File: src/rtl/uart_mrx_pkg.sv
package uart_mrx_pkg;

  typedef enum logic [1:0] {
    ST_IDLE,
    ST_START,
    ST_DATA,
    ST_STOP
  } rx_state_e;

  localparam logic [1:0] MODE_SHIFT = 2'b00;
  localparam logic [1:0] MODE_8BIT  = 2'b01;
  localparam logic [1:0] MODE_9FIX  = 2'b10;
  localparam logic [1:0] MODE_9VAR  = 2'b11;

  function automatic logic maj3(input logic a, input logic b, input logic c);
    return (a & b) | (a & c) | (b & c);
  endfunction

endpackage

File: src/rtl/uart_mrx_sync.sv
module uart_mrx_sync #(
  parameter int STAGES = 2
) (
  input  logic clk,
  input  logic rst_n,
  input  logic din,
  output logic dout
);
  logic [STAGES-1:0] chain_q, chain_n;

  always_comb begin
    chain_n = {chain_q[STAGES-2:0], din};
  end

  always_ff @(posedge clk or negedge rst_n) begin
    if (!rst_n) chain_q <= '1;
    else        chain_q <= chain_n;
  end

  assign dout = chain_q[STAGES-1];
endmodule

File: src/rtl/uart_mrx_tick.sv
module uart_mrx_tick
  import uart_mrx_pkg::*;
(
  input  logic       clk,
  input  logic       rst_n,
  input  logic [1:0] mode,
  input  logic       rate_x2,
  input  logic       ext_tick,
  output logic       samp_en
);
  logic half_q, half_n;

  always_comb begin
    half_n = ~half_q;
  end

  always_ff @(posedge clk or negedge rst_n) begin
    if (!rst_n) half_q <= 1'b0;
    else        half_q <= half_n;
  end

  always_comb begin
    unique case (mode)
      MODE_9FIX:  samp_en = rate_x2 | half_q;
      MODE_SHIFT: samp_en = 1'b0;
      default:    samp_en = ext_tick;
    endcase
  end
endmodule

File: src/rtl/uart_mrx_break.sv
module uart_mrx_break #(
  parameter int OVS      = 16,
  parameter int BRK_BITS = 11
) (
  input  logic clk,
  input  logic rst_n,
  input  logic samp_en,
  input  logic line,
  output logic brk_hit
);
  localparam int THR  = OVS * BRK_BITS;
  localparam int CW   = $clog2(THR + 1);
  localparam logic [CW-1:0] THR_C  = CW'(THR);
  localparam logic [CW-1:0] LAST_C = CW'(THR - 1);

  logic [CW-1:0] low_q, low_n;

  always_comb begin
    low_n   = low_q;
    brk_hit = 1'b0;
    if (samp_en) begin
      if (line) begin
        low_n = '0;
      end else if (low_q != THR_C) begin
        low_n = low_q + 1'b1;
        if (low_q == LAST_C) brk_hit = 1'b1;
      end
    end
  end

  always_ff @(posedge clk or negedge rst_n) begin
    if (!rst_n) low_q <= '0;
    else        low_q <= low_n;
  end
endmodule

File: src/rtl/uart_mrx_frame.sv
module uart_mrx_frame
  import uart_mrx_pkg::*;
#(
  parameter int OVS    = 16,
  parameter int DATA_W = 8
) (
  input  logic              clk,
  input  logic              rst_n,
  input  logic              samp_en,
  input  logic              line,
  input  logic [1:0]        mode,
  input  logic              rx_enable,
  output logic              frame_done,
  output logic              frame_stop,
  output logic              frame_ninth,
  output logic [DATA_W-1:0] frame_data,
  output logic              last_pulse,
  output logic              last_val
);
  localparam int CNT_W = $clog2(OVS);
  localparam int IDX_W = $clog2(DATA_W + 1);
  localparam logic [CNT_W-1:0] TICK_A   = CNT_W'(OVS/2 - 1);
  localparam logic [CNT_W-1:0] TICK_B   = CNT_W'(OVS/2);
  localparam logic [CNT_W-1:0] TICK_C   = CNT_W'(OVS/2 + 1);
  localparam logic [CNT_W-1:0] TICK_END = CNT_W'(OVS - 1);
  localparam logic [IDX_W-1:0] IDX_LAST8 = IDX_W'(DATA_W - 1);
  localparam logic [IDX_W-1:0] IDX_NINE  = IDX_W'(DATA_W);

  rx_state_e         state_q, state_n;
  logic [CNT_W-1:0]  cnt_q, cnt_n;
  logic [IDX_W-1:0]  idx_q, idx_n;
  logic [DATA_W-1:0] shreg_q, shreg_n;
  logic              bit9_q, bit9_n;
  logic              smp_a_q, smp_a_n;
  logic              smp_b_q, smp_b_n;
  logic              nine_mode, vote;
  logic [IDX_W-1:0]  idx_last;

  always_comb begin
    nine_mode  = mode[1];
    idx_last   = nine_mode ? IDX_NINE : IDX_LAST8;
    vote       = maj3(smp_a_q, smp_b_q, line);
    state_n    = state_q;
    cnt_n      = cnt_q;
    idx_n      = idx_q;
    shreg_n    = shreg_q;
    bit9_n     = bit9_q;
    smp_a_n    = smp_a_q;
    smp_b_n    = smp_b_q;
    frame_done = 1'b0;
    last_pulse = 1'b0;
    if (samp_en) begin
      if (state_q == ST_IDLE) begin
        if (rx_enable && (mode != MODE_SHIFT) && !line) begin
          state_n = ST_START;
          cnt_n   = CNT_W'(1);
        end
      end else begin
        cnt_n = (cnt_q == TICK_END) ? '0 : cnt_q + 1'b1;
        if (cnt_q == TICK_A) smp_a_n = line;
        if (cnt_q == TICK_B) smp_b_n = line;
        if (cnt_q == TICK_C) begin
          unique case (state_q)
            ST_START: if (vote) state_n = ST_IDLE;
            ST_DATA: begin
              if (idx_q == IDX_NINE) bit9_n = vote;
              else                   shreg_n = {vote, shreg_q[DATA_W-1:1]};
              if (idx_q == idx_last) last_pulse = 1'b1;
            end
            ST_STOP: begin
              frame_done = 1'b1;
              state_n    = ST_IDLE;
            end
            default: ;
          endcase
        end
        if (cnt_q == TICK_END) begin
          if (state_q == ST_START) begin
            state_n = ST_DATA;
            idx_n   = '0;
          end else if (state_q == ST_DATA) begin
            if (idx_q == idx_last) state_n = ST_STOP;
            else                   idx_n   = idx_q + 1'b1;
          end
        end
      end
    end
  end

  always_ff @(posedge clk or negedge rst_n) begin
    if (!rst_n) begin
      state_q <= ST_IDLE;
      cnt_q   <= '0;
      idx_q   <= '0;
      shreg_q <= '0;
      bit9_q  <= 1'b0;
      smp_a_q <= 1'b1;
      smp_b_q <= 1'b1;
    end else begin
      state_q <= state_n;
      cnt_q   <= cnt_n;
      idx_q   <= idx_n;
      shreg_q <= shreg_n;
      bit9_q  <= bit9_n;
      smp_a_q <= smp_a_n;
      smp_b_q <= smp_b_n;
    end
  end

  assign frame_stop  = vote;
  assign last_val    = vote;
  assign frame_ninth = nine_mode ? bit9_q : vote;
  assign frame_data  = shreg_q;

  // a disabled receiver never leaves idle
  p_idle_hold_r5: assert property (@(posedge clk) disable iff (!rst_n)
    (state_q == ST_IDLE && !rx_enable) |=> (state_q == ST_IDLE));

  // shift-register mode receives nothing
  p_shift_idle_r1: assert property (@(posedge clk) disable iff (!rst_n)
    (state_q == ST_IDLE && mode == MODE_SHIFT) |=> (state_q == ST_IDLE));
endmodule

File: src/rtl/uart_mrx.sv
module uart_mrx
  import uart_mrx_pkg::*;
#(
  parameter int OVS         = 16,
  parameter int DATA_W      = 8,
  parameter int BRK_BITS    = 11,
  parameter int SYNC_STAGES = 2
) (
  input  logic              clk,
  input  logic              rst_n,
  input  logic              rx_serial,
  input  logic              os_tick,
  input  logic [1:0]        frame_mode,
  input  logic              fix_rate_x2,
  input  logic              rx_enable,
  input  logic              addr_filter,
  input  logic              err_irq_en,
  input  logic              irq_rx_only,
  input  logic              tx_flag,
  input  logic              clr_rx_done,
  input  logic              clr_frame_err,
  input  logic              clr_break,
  input  logic              clr_overrun,
  output logic [DATA_W-1:0] rx_data,
  output logic              rx_bit9,
  output logic              rx_done,
  output logic              frame_err,
  output logic              break_det,
  output logic              overrun,
  output logic              irq
);
  logic [1:0] rst_pipe_q;
  logic       rst_int;

  always_ff @(posedge clk or negedge rst_n) begin
    if (!rst_n) rst_pipe_q <= 2'b00;
    else        rst_pipe_q <= {rst_pipe_q[0], 1'b1};
  end
  assign rst_int = rst_pipe_q[1];

  logic              line_s, samp_en, brk_hit;
  logic              frame_done, frame_stop, frame_ninth, last_pulse, last_val;
  logic [DATA_W-1:0] frame_data;

  uart_mrx_sync #(.STAGES(SYNC_STAGES)) u_sync (
    .clk(clk), .rst_n(rst_int), .din(rx_serial), .dout(line_s));

  uart_mrx_tick u_tick (
    .clk(clk), .rst_n(rst_int), .mode(frame_mode), .rate_x2(fix_rate_x2),
    .ext_tick(os_tick), .samp_en(samp_en));

  uart_mrx_frame #(.OVS(OVS), .DATA_W(DATA_W)) u_frame (
    .clk(clk), .rst_n(rst_int), .samp_en(samp_en), .line(line_s),
    .mode(frame_mode), .rx_enable(rx_enable), .frame_done(frame_done),
    .frame_stop(frame_stop), .frame_ninth(frame_ninth), .frame_data(frame_data),
    .last_pulse(last_pulse), .last_val(last_val));

  uart_mrx_break #(.OVS(OVS), .BRK_BITS(BRK_BITS)) u_break (
    .clk(clk), .rst_n(rst_int), .samp_en(samp_en), .line(line_s), .brk_hit(brk_hit));

  logic [DATA_W-1:0] data_q, data_n;
  logic bit9_q, bit9_n, done_q, done_n, fe_q, fe_n, brk_q, brk_n, ovr_q, ovr_n;
  logic nine_mode, keep_frame, ovr_hit;

  always_comb begin
    nine_mode  = frame_mode[1];
    keep_frame = frame_done && !(nine_mode && addr_filter && !frame_ninth);
    ovr_hit    = last_pulse && done_q && !(nine_mode && addr_filter && !last_val);
    data_n     = keep_frame ? frame_data  : data_q;
    bit9_n     = keep_frame ? frame_ninth : bit9_q;
    done_n     = keep_frame | (done_q & ~clr_rx_done);
    fe_n       = (frame_done & ~frame_stop) | (fe_q & ~clr_frame_err);
    brk_n      = brk_hit | (brk_q & ~clr_break);
    ovr_n      = ovr_hit | (ovr_q & ~clr_overrun);
  end

  always_ff @(posedge clk or negedge rst_int) begin
    if (!rst_int) begin
      data_q <= '0;
      bit9_q <= 1'b0;
      done_q <= 1'b0;
      fe_q   <= 1'b0;
      brk_q  <= 1'b0;
      ovr_q  <= 1'b0;
    end else begin
      data_q <= data_n;
      bit9_q <= bit9_n;
      done_q <= done_n;
      fe_q   <= fe_n;
      brk_q  <= brk_n;
      ovr_q  <= ovr_n;
    end
  end

  assign rx_data   = data_q;
  assign rx_bit9   = bit9_q;
  assign rx_done   = done_q;
  assign frame_err = fe_q;
  assign break_det = brk_q;
  assign overrun   = ovr_q;
  assign irq       = done_q | (err_irq_en & (fe_q | brk_q | ovr_q)) | (~irq_rx_only & tx_flag);

  // framing error is sticky until its strobe
  p_fe_sticky_r7: assert property (@(posedge clk) disable iff (!rst_int)
    (frame_err && !clr_frame_err) |=> frame_err);

  // break flag is sticky until its strobe
  p_brk_sticky_r8: assert property (@(posedge clk) disable iff (!rst_int)
    (break_det && !clr_break) |=> break_det);

  // overrun only rises while a frame is still held
  p_ovr_needs_done_r9: assert property (@(posedge clk) disable iff (!rst_int)
    $rose(overrun) |-> $past(rx_done));

  // a filtered frame leaves the data output alone
  p_filter_hold_r6: assert property (@(posedge clk) disable iff (!rst_int)
    (frame_done && nine_mode && addr_filter && !frame_ninth) |=> $stable(rx_data));

  // a held frame always requests service
  p_rx_irq_r10: assert property (@(posedge clk) disable iff (!rst_int)
    rx_done |-> irq);
endmodule

File: config.mk
export PLATFORM = sky130hd
export DESIGN_NAME = uart_mrx
export DESIGN_NICKNAME = d
export VERILOG_FILES = /design/src/rtl/uart_mrx_pkg.sv /design/src/rtl/uart_mrx_sync.sv /design/src/rtl/uart_mrx_tick.sv /design/src/rtl/uart_mrx_break.sv /design/src/rtl/uart_mrx_frame.sv /design/src/rtl/uart_mrx.sv
export SDC_FILE = /design/constraint.sdc
export NUM_CORES = 1
export LEC_CHECK = 0
export BUFFER_PORTS_ARGS = -buffer_cell sky130_fd_sc_hd__buf_2
export CORE_MARGIN = 4
export CORE_UTILIZATION = 43
export CTS_CLUSTER_DIAMETER = 120
export DETAILED_ROUTE_END_ITERATION = 6
export PLACE_DENSITY = 0.68
export SYNTH_ARGS = -nofsm -noshare
export SYNTH_HDL_FRONTEND = slang
export SYNTH_SLANG_ARGS = --single-unit
export TNS_END_PERCENT = 1
File: constraint.sdc
create_clock -name clk -period 1.5 [get_ports clk]
set_input_delay 0.075 -clock clk [delete_from_list [all_inputs] [get_ports clk]]
set_output_delay 0.075 -clock clk [all_outputs]
set_load 0.02 [all_outputs]
==> impl_metrics.prom <==
# TYPE chip_impl_metric gauge
chip_impl_metric{name="numPortBuffers",unit=""} 29
chip_impl_metric{name="power_density_over_the_cells",unit="nW/µm²"} 1180
chip_impl_metric{name="period_minus_slack",unit="ns"} 1.76
chip_impl_metric{name="largest_buffer_count_on_any_clock_path",unit=""} 2
chip_impl_metric{name="synthesis.instances",unit=""} 220
chip_impl_metric{name="antenna_left",unit=""} 0
chip_impl_metric{name="path_clk_slew",unit="ns"} 0.09
chip_impl_info{name="path_class_of_the_lowest_slack_min_delay_path",value="primary input to flop"} 1
chip_impl_metric{name="layout.nets",unit=""} 327
chip_impl_metric{name="dp_hpwl",unit="mm"} 3.92
chip_impl_metric{name="maxClockFrequency",unit="MHz"} 568
chip_impl_metric{name="regToRegSetupSlack",unit="ns"} -0.26
chip_impl_metric{name="numCtsBuffers",unit=""} 5
chip_impl_metric{name="dieArea",unit="µm²"} 6880
chip_impl_metric{name="slew_viol_final",unit=""} 0
chip_impl_metric{name="finish.cell_count_without_fillers",unit=""} 373
chip_impl_metric{name="static-leakage-power",unit="nW"} 1.59
chip_impl_metric{name="via_count_of_the_first_global_routing_pass",unit=""} 2041
chip_impl_metric{name="postSynthNetCount",unit=""} 247
chip_impl_metric{name="mean_routed_wirelength_per_cell",unit="µm"} 15.0
chip_impl_metric{name="vias",unit=""} 1998
chip_impl_metric{name="timing.critical_path.arrival",unit="ns"} 1.95
chip_impl_metric{name="drive_above_1_share",unit=""} 0.439
chip_impl_metric{name="finalCoreUtilization",unit=""} 0.605
chip_impl_info{name="layout.cells.most_common_list",value="sky130_fd_sc_hd__dfrtp_1 (42), sky130_fd_sc_hd__buf_4 (41), sky130_fd_sc_hd__buf_2 (29), sky130_fd_sc_hd__inv_1 (12)"} 1
chip_impl_metric{name="synth_cell_area",unit="µm²"} 2410
chip_impl_metric{name="chipWidth",unit="µm"} 82.9
chip_impl_metric{name="drcViolationCount",unit=""} 0
chip_impl_info{name="synth-main-ff-cell",value="sky130_fd_sc_hd__dfrtp_1"} 1
chip_impl_info{name="hp-start",value="clr_break"} 1
chip_impl_metric{name="required",unit="ns"} 1.69
chip_impl_metric{name="antenna_found_initial",unit=""} 0
chip_impl_info{name="clk_root_buffer_cell",value="sky130_fd_sc_hd__clkbuf_8"} 1
chip_impl_metric{name="synthDistinctLibCells",unit=""} 51
chip_impl_metric{name="cts.htree.levels",unit=""} 2
chip_impl_metric{name="groute.usage.overall",unit=""} 0.172
chip_impl_info{name="tritoncts",value="yes"} 1
chip_impl_metric{name="finalClockSkew",unit="ns"} 0.0130
chip_impl_metric{name="yosysWarningCount",unit=""} 0
chip_impl_info{name="final_common_cell",value="sky130_fd_sc_hd__dfrtp_1"} 1
chip_impl_metric{name="vdd.ir_drop.worst",unit="V"} 0.000555
chip_impl_info{name="outcome",value="finished with violations"} 1
chip_impl_metric{name="hold_path_depth",unit=""} 3
chip_impl_info{name="worstReg2RegStart",value="u_frame.cnt_q[1]$_DFFE_PN0P_"} 1
chip_impl_metric{name="areaGrowthSynthToFinish",unit="%"} 37.2
chip_impl_metric{name="clk-insertion-delay-late",unit="ns"} 0.31
chip_impl_metric{name="internal_power",unit="mW"} 2.68
chip_impl_metric{name="timing.final.hold_violations",unit=""} 0
chip_impl_metric{name="synth-edff-count",unit=""} 0
chip_impl_metric{name="synth_async_sr_flop_share",unit=""} 1.00
chip_impl_metric{name="seq_power_share",unit=""} 0.397
chip_impl_metric{name="clockPowerShare",unit=""} 0.256
chip_impl_metric{name="place.detailed.instances",unit=""} 356
chip_impl_metric{name="final.setup.worst_slack",unit="ns"} -0.262
chip_impl_metric{name="r2r_cells",unit=""} 7
chip_impl_info{name="crit-reg2reg-capture",value="u_frame.frame_data[6]$_DFFE_PN0P_"} 1
chip_impl_metric{name="drv_cap",unit=""} 0
chip_impl_metric{name="post_synth.cell_area_avg",unit="µm²"} 11.0
chip_impl_metric{name="initial_utilization",unit=""} 0.441
chip_impl_info{name="failed_checks",value="negative setup slack"} 1
chip_impl_metric{name="pin_count_of_the_biggest_net_entering_global_routing",unit=""} 28
chip_impl_metric{name="design.core.area",unit="µm²"} 5470
chip_impl_info{name="grt_setup_unrepaired",value="yes"} 1
chip_impl_metric{name="final_replace_weighted_congestion",unit=""} 0.862
chip_impl_info{name="crit_type",value="flop to flop"} 1
chip_impl_metric{name="top_level_ports",unit=""} 30
chip_impl_metric{name="power_switching_share",unit=""} 0.313
chip_impl_metric{name="ys_seq_area_frac",unit=""} 0.489
chip_impl_metric{name="postRouteWirelength",unit="mm"} 5.61
chip_impl_info{name="worstSetupStartpointType",value="flop"} 1
chip_impl_metric{name="post_drt_via_cell_ratio",unit=""} 5.36
chip_impl_metric{name="period_share",unit=""} 1.17
chip_impl_info{name="worstSetupEndpointType",value="flop"} 1
chip_impl_metric{name="grt_first_pass_wirelength",unit="mm"} 9.75
chip_impl_info{name="whs_endpoint",value="break_det$_DFF_PN0_"} 1
chip_impl_metric{name="dieHeight",unit="µm"} 82.9
chip_impl_metric{name="drt_first_iter_violations",unit=""} 83
chip_impl_metric{name="switching_power",unit="mW"} 1.22
chip_impl_info{name="dr.max_layer_used",value="met4"} 1
chip_impl_metric{name="count_of_antenna_diodes_in_the_layout",unit=""} 0
chip_impl_metric{name="dr_wl_met2",unit="mm"} 2.67
chip_impl_metric{name="global_route.overflow_total",unit=""} 0
chip_impl_metric{name="setup_violations",unit=""} 27
chip_impl_metric{name="worst-path-max-fanout",unit=""} 8
chip_impl_metric{name="synth-seq-cells",unit=""} 47
chip_impl_metric{name="drt_pass1_iterations",unit=""} 4
chip_impl_metric{name="combPwrFrac",unit=""} 0.347
chip_impl_metric{name="placement_rows",unit=""} 27
chip_impl_metric{name="wl_met3",unit="µm"} 173
chip_impl_metric{name="clock-sinks",unit=""} 47
chip_impl_metric{name="detail_route.wirelength.met1",unit="mm"} 2.66
## kinds of logic after synthesis
logic type,count (synthesis),synth area share
AOI/OAI and AO/OA,55,0.159
adders and majority gates,12,0.0611
buffers and inverters,21,0.0358
DFF,47,0.489
muxes,21,0.0969
other,1,0.00155
and+or+nand+nor,63,0.156
## power by group through the flow
stage	registers, mW	clock network (mW)	logic (mW)
floorplan	1.59	0	0.636
global placement	1.55	0	1.13
detailed placement	1.56	0	1.18
CTS	1.54	1.02	1.30
global route	1.57	1.09	1.49
finish	1.55	0.998	1.35
## cells in the mapped netlist (2+ instances only)
| library cell | n | area share |
|---|---|---|
| sky130_fd_sc_hd__dfrtp_1 | 43 | 0.45 |
| sky130_fd_sc_hd__mux2_2 | 19 | 0.089 |
| sky130_fd_sc_hd__inv_1 | 15 | 0.023 |
| sky130_fd_sc_hd__ha_1 | 11 | 0.057 |
| sky130_fd_sc_hd__o31ai_1 | 11 | 0.034 |
| sky130_fd_sc_hd__nand2_1 | 10 | 0.016 |
| sky130_fd_sc_hd__o21ai_0 | 10 | 0.021 |
| sky130_fd_sc_hd__nand3_1 | 9 | 0.019 |
| sky130_fd_sc_hd__a21oi_1 | 8 | 0.017 |
| sky130_fd_sc_hd__nor2_1 | 8 | 0.012 |
| sky130_fd_sc_hd__nor2b_1 | 6 | 0.016 |
| sky130_fd_sc_hd__clkbuf_1 | 5 | 0.0078 |
| sky130_fd_sc_hd__and3_1 | 4 | 0.010 |
| sky130_fd_sc_hd__dfstp_2 | 4 | 0.044 |
| sky130_fd_sc_hd__nand2b_1 | 4 | 0.010 |
| sky130_fd_sc_hd__nand4_1 | 4 | 0.010 |
| sky130_fd_sc_hd__and2_1 | 3 | 0.0078 |
| sky130_fd_sc_hd__a21o_1 | 2 | 0.0062 |
| sky130_fd_sc_hd__a22oi_1 | 2 | 0.0062 |
| sky130_fd_sc_hd__a31oi_1 | 2 | 0.0052 |
| sky130_fd_sc_hd__a32o_1 | 2 | 0.0083 |
| sky130_fd_sc_hd__mux2i_1 | 2 | 0.0083 |
| sky130_fd_sc_hd__nand3b_1 | 2 | 0.0062 |
| sky130_fd_sc_hd__nor4b_1 | 2 | 0.0073 |
| sky130_fd_sc_hd__o21ai_1 | 2 | 0.0041 |
| sky130_fd_sc_hd__o22ai_1 | 2 | 0.0052 |
| sky130_fd_sc_hd__o2bb2ai_1 | 2 | 0.0073 |
| sky130_fd_sc_hd__o311ai_0 | 2 | 0.0073 |
| sky130_fd_sc_hd__or4_1 | 2 | 0.0062 |
## flip-flops by register name, indices dropped and copies added (netlist names), 2 cells and up
signal              flops
rx_data                 8
u_sync.chain_q          2
u_frame.cnt_q           4
u_break.low_q           8
rst_pipe_q              2
u_frame.frame_data      8
u_frame.idx_q           4
u_frame.state_q         2
## worst max path at each step
stage	cells after the start	endpoint	from	slack, ns
global route	7	u_frame.frame_data[5]$_DFFE_PN0P_	u_frame.cnt_q[1]$_DFFE_PN0P_	-0.34
finish	7	u_frame.frame_data[6]$_DFFE_PN0P_	u_frame.cnt_q[1]$_DFFE_PN0P_	-0.26
global placement	7	u_frame.frame_data[6]$_DFFE_PN0P_	u_frame.cnt_q[1]$_DFFE_PN0P_	-0.23
CTS	7	u_frame.frame_data[5]$_DFFE_PN0P_	u_frame.cnt_q[1]$_DFFE_PN0P_	-0.25
floorplan	6	u_frame.frame_data[0]$_DFFE_PN0P_	u_frame.cnt_q[1]$_DFFE_PN0P_	-0.32
detailed placement	7	u_frame.frame_data[5]$_DFFE_PN0P_	u_frame.cnt_q[1]$_DFFE_PN0P_	-0.32
## through the flow
stage	power (mW)	cell area, µm²	setup WS, ns	hold slack (ns)	setup TNS (ns)
6_report	3.90	3310	-0.262	0.0723	-4.66
5_1_grt	4.14	3310	-0.342	0.0808	-6.79
4_1_cts	3.87	3270	-0.250	0.0616	-4.45
3_5_place_dp	2.74	2950	-0.317	-0.137	-6.82
3_3_place_gp	2.69	2950	-0.230	-0.138	-4.90
2_1_floorplan	2.23	2410	-0.320	-0.221	-4.83
## area by class of cell
type	count	area [µm²]
clock inverters	2	38.8
well taps	72	90.1
multi-input cells	152	1290
clock buffers	6	82.6
inverters	15	56.3
repair buffers	79	569
flip-flops and latches	47	1180
fillers	440	2160
## critical path, stage by stage (launching register included)
cell and delay, ns:
sky130_fd_sc_hd__dfrtp_1 0.39, sky130_fd_sc_hd__inv_2 0.08, sky130_fd_sc_hd__ha_4 0.12, sky130_fd_sc_hd__and3b_2 0.21, sky130_fd_sc_hd__and2_4 0.15, sky130_fd_sc_hd__nor4b_4 0.19, sky130_fd_sc_hd__buf_6 0.19, sky130_fd_sc_hd__mux2_4 0.31
## per-layer routing
layer,vias up,track usage
li1,960,-
met1,991,0.230
met2,37,0.275
met3,10,0.0387
met4,0,0.0639
met5,-,0
## repair_timing
| action | CTS | global route |
|---|---|---|
| pin swaps | 5 | 1 |
| setup endpoints to repair | 33 | 38 |
| gates resized for setup | 30 | 8 |
| buffers inserted | 3 | 1 |
| hold endpoints to repair | 6 | 0 |
| hold buffers | 5 | 0 |
Power figures use the tool's default switching activity.
